[src/rtl/host_mailbox.sv]
module host_mailbox #(
  parameter int DW = 8
) (
  input  logic          clk,
  input  logic          rst_n,
  input  logic          host_cs_n,
  input  logic          host_a0,
  input  logic          host_rd_n,
  input  logic          host_wr_n,
  input  logic [DW-1:0] host_din,
  output logic [DW-1:0] host_dout,
  output logic          host_dout_oe,
  input  logic          out_load,
  input  logic [DW-1:0] out_data,
  input  logic          in_fetch,
  output logic [DW-1:0] in_data,
  input  logic          sts_wr,
  input  logic [DW-1:0] sts_acc,
  input  logic          f0_wr,
  input  logic          f0_val,
  output logic          ibf,
  output logic          obf
);
  localparam int UW = DW - 4;
  localparam int BW = DW + 2;

  logic [1:0] rsync;
  logic       rst_i;

  always_ff @(posedge clk or negedge rst_n)
    if (!rst_n) rsync <= 2'b00;
    else        rsync <= {rsync[0], 1'b1};

  assign rst_i = ~rsync[1];

  logic [1:0]    wr_p, rd_p;
  logic          wr_d, rd_d;
  logic [BW-1:0] bus_s1, bus_s2;
  logic          s2_cs_n, s2_a0;
  logic [DW-1:0] s2_din;

  assign {s2_cs_n, s2_a0, s2_din} = bus_s2;

  always_ff @(posedge clk) begin
    if (rst_i) begin
      wr_p   <= 2'b11;
      rd_p   <= 2'b11;
      wr_d   <= 1'b1;
      rd_d   <= 1'b1;
      bus_s1 <= '1;
      bus_s2 <= '1;
    end else begin
      wr_p   <= {wr_p[0], host_wr_n};
      rd_p   <= {rd_p[0], host_rd_n};
      wr_d   <= wr_p[1];
      rd_d   <= rd_p[1];
      bus_s1 <= {host_cs_n, host_a0, host_din};
      bus_s2 <= bus_s1;
    end
  end

  logic          wr_sel, wr_a0, rd_sel, rd_a0;
  logic [DW-1:0] wr_dat;

  always_ff @(posedge clk) begin
    if (rst_i) begin
      wr_sel <= 1'b0;
      wr_a0  <= 1'b0;
      wr_dat <= '0;
      rd_sel <= 1'b0;
      rd_a0  <= 1'b0;
    end else begin
      if (!wr_p[1]) begin
        wr_sel <= ~s2_cs_n;
        wr_a0  <= s2_a0;
        wr_dat <= s2_din;
      end
      if (!rd_p[1]) begin
        rd_sel <= ~s2_cs_n;
        rd_a0  <= s2_a0;
      end
    end
  end

  logic wr_rise, rd_rise, lock;

  assign wr_rise = wr_p[1] & ~wr_d & wr_sel;
  assign rd_rise = rd_p[1] & ~rd_d & rd_sel;
  assign lock    = (~host_rd_n & ~host_cs_n & host_a0)
                 | (~rd_p[1] & ~s2_cs_n & s2_a0);

  logic [DW-1:0] ibuf, obuf;
  logic          f1;

  always_ff @(posedge clk) begin
    if (rst_i) begin
      ibuf <= '0;
      ibf  <= 1'b0;
      f1   <= 1'b0;
    end else if (wr_rise) begin
      ibuf <= wr_dat;
      ibf  <= 1'b1;
      f1   <= wr_a0;
    end else if (in_fetch) begin
      ibf  <= 1'b0;
    end
  end

  always_ff @(posedge clk) begin
    if (rst_i) begin
      obuf <= '0;
      obf  <= 1'b0;
    end else if (out_load) begin
      obuf <= out_data;
      obf  <= 1'b1;
    end else if (rd_rise && !rd_a0) begin
      obf  <= 1'b0;
    end
  end

  logic [UW-1:0] ust, pend_u;
  logic          f0, pend_uv, pend_f0v, pend_f0;

  always_ff @(posedge clk) begin
    if (rst_i) begin
      ust      <= '0;
      f0       <= 1'b0;
      pend_u   <= '0;
      pend_uv  <= 1'b0;
      pend_f0  <= 1'b0;
      pend_f0v <= 1'b0;
    end else if (lock) begin
      if (sts_wr) begin
        pend_u  <= sts_acc[DW-1:4];
        pend_uv <= 1'b1;
      end
      if (f0_wr) begin
        pend_f0  <= f0_val;
        pend_f0v <= 1'b1;
      end
    end else begin
      if (sts_wr)       ust <= sts_acc[DW-1:4];
      else if (pend_uv) ust <= pend_u;
      if (f0_wr)         f0 <= f0_val;
      else if (pend_f0v) f0 <= pend_f0;
      pend_uv  <= 1'b0;
      pend_f0v <= 1'b0;
    end
  end

  logic [DW-1:0] sts;

  assign sts          = {ust, f1, f0, ibf, obf};
  assign in_data      = ibuf;
  assign host_dout_oe = ~host_cs_n & ~host_rd_n;
  assign host_dout    = host_dout_oe ? (host_a0 ? sts : obuf) : '0;

endmodule

[config.mk]
export PLATFORM = sky130hd
export DESIGN_NAME = host_mailbox
export DESIGN_NICKNAME = d
export VERILOG_FILES = /design/src/rtl/host_mailbox.sv
export SDC_FILE = /design/constraint.sdc
export NUM_CORES = 1
export LEC_CHECK = 0
export ABC_CLOCK_PERIOD_IN_PS = 1150
export CORE_UTILIZATION = 30
export CTS_BUF_LIST = sky130_fd_sc_hd__clkbuf_2
export CTS_CLUSTER_SIZE = 12
export DETAILED_ROUTE_END_ITERATION = 12
export GPL_TIMING_DRIVEN = 0
export HOLD_SLACK_MARGIN = 0.15
export SLEW_MARGIN = 20
export SYNTH_ARGS = -nofsm -noshare
export SYNTH_HDL_FRONTEND = slang
export SYNTH_SLANG_ARGS = --single-unit
[constraint.sdc]
create_clock -name clk -period 1.15 [get_ports clk]
set_input_delay 0.115 -clock clk [delete_from_list [all_inputs] [get_ports clk]]
set_output_delay 0.115 -clock clk [all_outputs]
set_load 0.005 [all_outputs]
==> run metrics, run 1 <==
crit path launch obf$_SDFFE_PN0P_; global-route wire length before repair ~9000 um; Compound-Gate Fraction of Synth Area 1.82%; clock root cell clkbuf_2; worst skew pair latency 0.49 ns; Synth Cell Area approximately 0.0026 mm^2; status complete, but fails checks; initial drt markers 57; Vias/cell about 4.3; LEAKAGE 1.68 nW; antenna violations before repair 0; FF-to-FF Start bus_s2[8]$_SDFF_PN1_; Synth top area share between 50 and 60%; Netlist cell types 27; final setup violation count 17; Initial Util between 30% and 40%; FF-to-FF path depth 4; total grt overflow 0; synth top area cells dfxtp_1 53%, mux2i_1 17%, nor2b_1 6.7%; mux cell area share after synthesis a little under a fifth; worst hold start sts_acc[5]; CTS tree built; vias in the first global route 1847; Yosys top cell by area dfxtp_1; RSZ-0062 raised after global routing yes; Mapped Avg Cell Area roughly 11 um^2; number of synthesized register bits 71; sequential-to-total area share from yosys stat between 50% and 60%; Yosys warnings 0; Inserted Clock Buffers 9; gpl congestion approximately 0.71; simple-gate share of the synthesized area between 20% and 30%; fin util around 44%; Max-cap violations 0; core area 0.00830 mm^2; peak supply drop 0.000642 V; Area Overhead vs Synth 41.0%; CP Max Fanout 2; xor-xnor portion of the synthesized cell area 0%; fin worst setup slack -0.211 ns; top-level I/O count 54; largest family of logic cells by synthesized area simple AND/OR/NAND/NOR gates; largest net degree at the start of global routing 13; reg2reg setup slack -0.08 ns; H-tree depth 3; CTS clock-pin slew for the worst setup and hold paths about 0.19 ns; Slew Viols, Final 0; DP Area 0.00322 mm^2; Post-synth EDFFs 0; Mapped Nets approximately 280; failing checks negative setup slack; DRC violations left 0; post-synthesis adder-cell area fraction 0%; DRT Pass-1 Iters 4; required time worst endpoint between 1 and 1.5 ns; power per cell area approximately 1300 mW/mm^2; share of cells above drive strength 1 roughly 31%; ANT cells 0; post-layout min period approximately 1.4 ns; WS Path Type flop to primary output; worst min-delay path category input pin to flop; Clock Tree Buf Depth 2; Die Ht ~95 um; Max Clock Skew between 0.02 and 0.025 ns; die area 0.00906 mm^2; FP Rows 33; ys async rst share 2.82%; Final Cycle Share 118%; Routed wire per std cell roughly 13 um; number of nets in the layout 363; cell area after layout about 0.0037 mm^2; Top FF cell, synth dfxtp_1; Critical Path End host_dout[0]; routed via count about 1.9k; final hold vios 0; worst reg2reg path endpoint f0$_SDFFE_PN0P_; Post-Synthesis Cells ~240; IO buf count 47; Tot GR Track Use a little over an eighth; Final HPWL DP between 3000 and 4000 um; hold_ws 0.184 ns; Arr. time, crit path about 1.3 ns; Critical Path Source Type flop; Clock Sinks between 70 and 80; Final ANT Viol Nets 0; final WL about 5600 um; critical path capture point type primary output; highest clock rate between 700 and 800 MHz; Die X between 90 and 100 um
==> area by class of cell <==
cell class,count,area (um^2)
Fill cell,808,4630
Timing Repair Buffer,77,674
Clock buffer,9,45.0
Tap cell,105,131
Clock inverter,7,111
Sequential cell,71,1470
Multi-Input combinational cell,156,1140
Buffer,12,95.1
Inverter,1,3.75
==> power breakdown <==
group | total, mW | leakage [nW] | switching, mW | internal, mW
Sequential | 2.60 | 0.598 | 0.0407 | 2.56
Clock | 1.79 | 0.0893 | 0.868 | 0.922
Combinational | 0.490 | 0.989 | 0.190 | 0.301
Total | 4.89 | 1.68 | 1.10 | 3.79
==> how the worst min path moves through the flow <==
| stage | to | cells past startpoint |
|---|---|---|
| after floorplan | rsync[0]$_DFF_PN0_ | 0 |
| after global placement | rsync[0]$_DFF_PN0_ | 1 |
| after detailed placement | rsync[0]$_DFF_PN0_ | 1 |
| after CTS | bus_s1[5]$_SDFF_PN1_ | 2 |
| after global routing | bus_s1[5]$_SDFF_PN1_ | 2 |
| final | pend_u[1]$_SDFFE_PN0P_ | 3 |
==> per-stage QoR <==
stage          setup WS, ns  TNS (ns)  std cells  power, mW
6_report             -0.211     -1.53        438       4.89
5_1_grt              -0.314     -3.04        438       5.10
4_1_cts              -0.265     -2.15        435       4.94
3_5_place_dp         -0.880    -13.24        393       3.06
3_3_place_gp         -0.874    -13.00        393       3.06
2_1_floorplan       0.00514         0        241       2.87
==> flip-flops by register name, summed over array words and instances, names as in the netlist, 2 cells and up <==
signal / flops
bus_s1: 10
bus_s2: 10
in_data: 8
obuf: 8
wr_dat: 8
pend_u: 4
ust: 4
rd_p: 2
rsync: 2
wr_p: 2
==> critical path, stage by stage, from the launching register on <==
cell	delay (ns)
dfxtp_2	0.36
buf_6	0.10
mux2i_1	0.12
nor2_1	0.05
buf_2	0.12
==> cell usage in the layout (no fill, tap or decap), types with 3 or more instances in the layout <==
master | Yosys | layout
dlygate4sd3_1 | 0 | 13
bufinv_16 | 0 | 3
mux2i_1 | 45 | 45
clkbuf_2 | 0 | 14
nand2_1 | 20 | 20
buf_4 | 0 | 14
mux2_2 | 4 | 4
nor2b_1 | 28 | 28
nand2b_1 | 27 | 27
dfxtp_2 | 0 | 27
nor2_1 | 11 | 11
buf_2 | 3 | 16
buf_6 | 2 | 10
dfxtp_1 | 69 | 41
clkdlybuf4s50_1 | 0 | 26
==> cell usage after synthesis, drive strengths merged (4+ instances only) <==
cell type	instances
o21ai	4
mux2i	45
mux2	4
nand2	20
nor2	11
nand2b	27
nor2b	28
buf	5
nor3b	4
clkbuf	9
dfxtp	69
==> timing repair <==
| action | CTS | global route |
|---|---|---|
| buffers inserted | 13 | 3 |
| hold buffers | 13 | 1 |
| cloned | 1 | 0 |
| gates resized for setup | 124 | 19 |
| endpoints found under the hold margin | 25 | 1 |
| endpoints found under the setup margin | 43 | 52 |
| pin swaps | 10 | 13 |
==> metal layers <==
metal	vias to the layer above	part of all wire (%)	routed length (um)	GRT usage (%)
met3	10	3.4	189	2.95
met1	869	48	2660	17.1
met4	0	3.0	165	8.71
li1	964	-	-	-
met2	35	46	2570	21.2
met5	-	0	0	0
==> cell families (layout without fill, tap and decap cells) <==
logic type             after synthesis  count (layout)
AOI/OAI and AO/OA                    8               8
buffers and inverters               15             106
DFF                                 71              71
muxes                               49              49
other                                1               1
and+or+nand+nor                     97              98
Note: power is estimated with default switching activity, not from simulation.
==> run 2, diff against run 1 <==
--- a/config.mk
+++ b/config.mk
@@ -16,3 +16,4 @@
 export SYNTH_ARGS = -nofsm -noshare
 export SYNTH_HDL_FRONTEND = slang
 export SYNTH_SLANG_ARGS = --single-unit
+export TNS_END_PERCENT = 1
==> run metrics, run 2 (synthesis results as in run 1) <==
status complete, but fails checks; failing checks negative setup slack; fin worst setup slack -0.123 ns; Final Cycle Share 111%; met2 usage between 20% and 30%; Largest regs bus_s1: 10 flops, bus_s2: 10 flops; RSZ-0062 raised after global routing yes; Final HPWL DP about 3400 um; Inserted Clock Buffers 9; initial drt markers 58; Die X 95.2 um; IO buf count 47; largest net degree at the start of global routing 12; Slew Viols, Final 0; power per cell area ~1400 mW/mm^2; hold_ws 0.198 ns; Clock Tree Buf Depth 2; commonest non-fill, non-tap cell in the layout mux2i_1; required time worst endpoint 1.56 ns; CTS clock-pin slew for the worst setup and hold paths approximately 0.18 ns; routed via count 1837; Tot GR Track Use a little over an eighth; clock root cell clkbuf_2; CTS tree built; WS Path Type flop to flop; met1 Usage GRT about 17%; H-tree depth 3; Arr. time, crit path about 1.7 ns; final hold vios 0; worst skew pair latency 0.48 ns; Crit path largest cell delay slightly below 0.4 ns; die area 0.00906 mm^2; Max Clock Skew approximately 0.022 ns; LEAKAGE approximately 1.6 nW; Most Crowded Layer GR met2; final WL 5260 um; GR Layer Usage met3 about 3.3%; Final ANT Viol Nets 0; Max-cap violations 0; Cell Chain, Critical Path nor3b_4 > or3_1 > buf_6 > mux2i_1; CP Max Fanout 6; antenna violations before repair 0; ANT cells 0; share of cells above drive strength 1 about a quarter; DRT Pass-1 Iters 4; critical path capture point type flop; slowest CP cell dfxtp_2; Die Ht 95.2 um; Routed wire per std cell roughly 12 um; Area Overhead vs Synth 36.1%; Vias/cell approximately 4.3; Initial Util between 30% and 40%; Critical Path Source Type flop; core area a little over 0.008 mm^2; post-layout min period approximately 1.3 ns; number of nets in the layout about 350; FP Rows 33; most frequent cells in the layout 45 x mux2i_1, 43 x dfxtp_1, 28 x nor2b_1; DP Area 0.00322 mm^2; vias in the first global route ~1.8k; Clock Sinks 71; final setup violation count 15; DRC violations left 0; global-route wire length before repair 8890 um; gpl congestion a little under 0.7; highest clock rate 785 MHz; cell area after layout around 0.0035 mm^2; top-level I/O count 54; worst min-delay path category input pin to flop; peak supply drop ~0.00063 V; total grt overflow 0
run 2: where the power goes:
group | internal, mW | switching, mW
clock | 0.924 | 0.818
sequential | 2.56 | 0.0433
combinational | 0.282 | 0.177
total | 3.77 | 1.04
run 2: metal layers:
metal / part of all wire, % / up-vias / wire (um)
li1: - / 941 / -
met1: 48 / 861 / 2510
met2: 48 / 28 / 2520
met3: 3.2 / 7 / 170
met4: 1.3 / 0 / 70
met5: 0 / - / 0
run 2: final timing paths:
| kind | end | slack, ns | start | cells past startpoint |
|---|---|---|---|---|
| worst min register to register | rsync[1]$_DFF_PN0_ | 0.37 | rsync[0]$_DFF_PN0_ | 0 |
| max in group asynchronous | rsync[1]$_DFF_PN0_ | 0.71 | rst_n | 2 |
| worst max register to register | ust[0]$_SDFFE_PN0P_ | -0.12 | rd_p[1]$_SDFF_PN1_ | 4 |
| worst min-delay path | bus_s1[4]$_SDFF_PN1_ | 0.20 | host_din[4] | 2 |
| min in group asynchronous | rsync[1]$_DFF_PN0_ | 0.31 | rst_n | 2 |
| worst max-delay path | ust[0]$_SDFFE_PN0P_ | -0.12 | rd_p[1]$_SDFF_PN1_ | 4 |
run 2: repair_timing:
action | 4_1_cts | 5_1_grt
hold endpoints to repair | 24 | 3
pin swaps | 10 | 5
setup endpoints to repair | 42 | 60
hold buffers | 12 | 3
gates cloned | 1 | 0
buffers inserted | 4 | 0
gates resized for setup | 121 | 11
run 2: critical path: cells and delay by family, from the launching register on:
| family | cells | cell delay [ns] |
|---|---|---|
| multiplexers | 1 | 0.18 |
| buffers and inverters | 1 | 0.12 |
| flip-flops | 1 | 0.39 |
| AND/OR/NAND/NOR | 2 | 0.51 |
run 2: area by class of cell:
class,count,area [um^2]
Fill cell,800,4750
Sequential cell,71,1470
Multi-Input combinational cell,156,1130
Timing Repair Buffer,66,572
Tap cell,105,131
Buffer,13,101
Clock inverter,5,97.6
Clock buffer,10,50.0
Inverter,1,3.75
run 2: stage by stage:
| stage | TNS [ns] | power (mW) | setup WS [ns] | util [%] | cells |
|---|---|---|---|---|---|
| after floorplan | -0.0545 | 2.87 | -0.0121 | - | 241 |
| after global placement | -14.66 | 3.06 | -0.862 | 38.7 | 393 |
| after detailed placement | -14.54 | 3.06 | -0.835 | 38.7 | 393 |
| after CTS | -2.00 | 4.85 | -0.178 | 42.2 | 424 |
| after global routing | -3.31 | 5.03 | -0.262 | 42.7 | 427 |
| final | -1.20 | 4.81 | -0.123 | 42.7 | 427 |
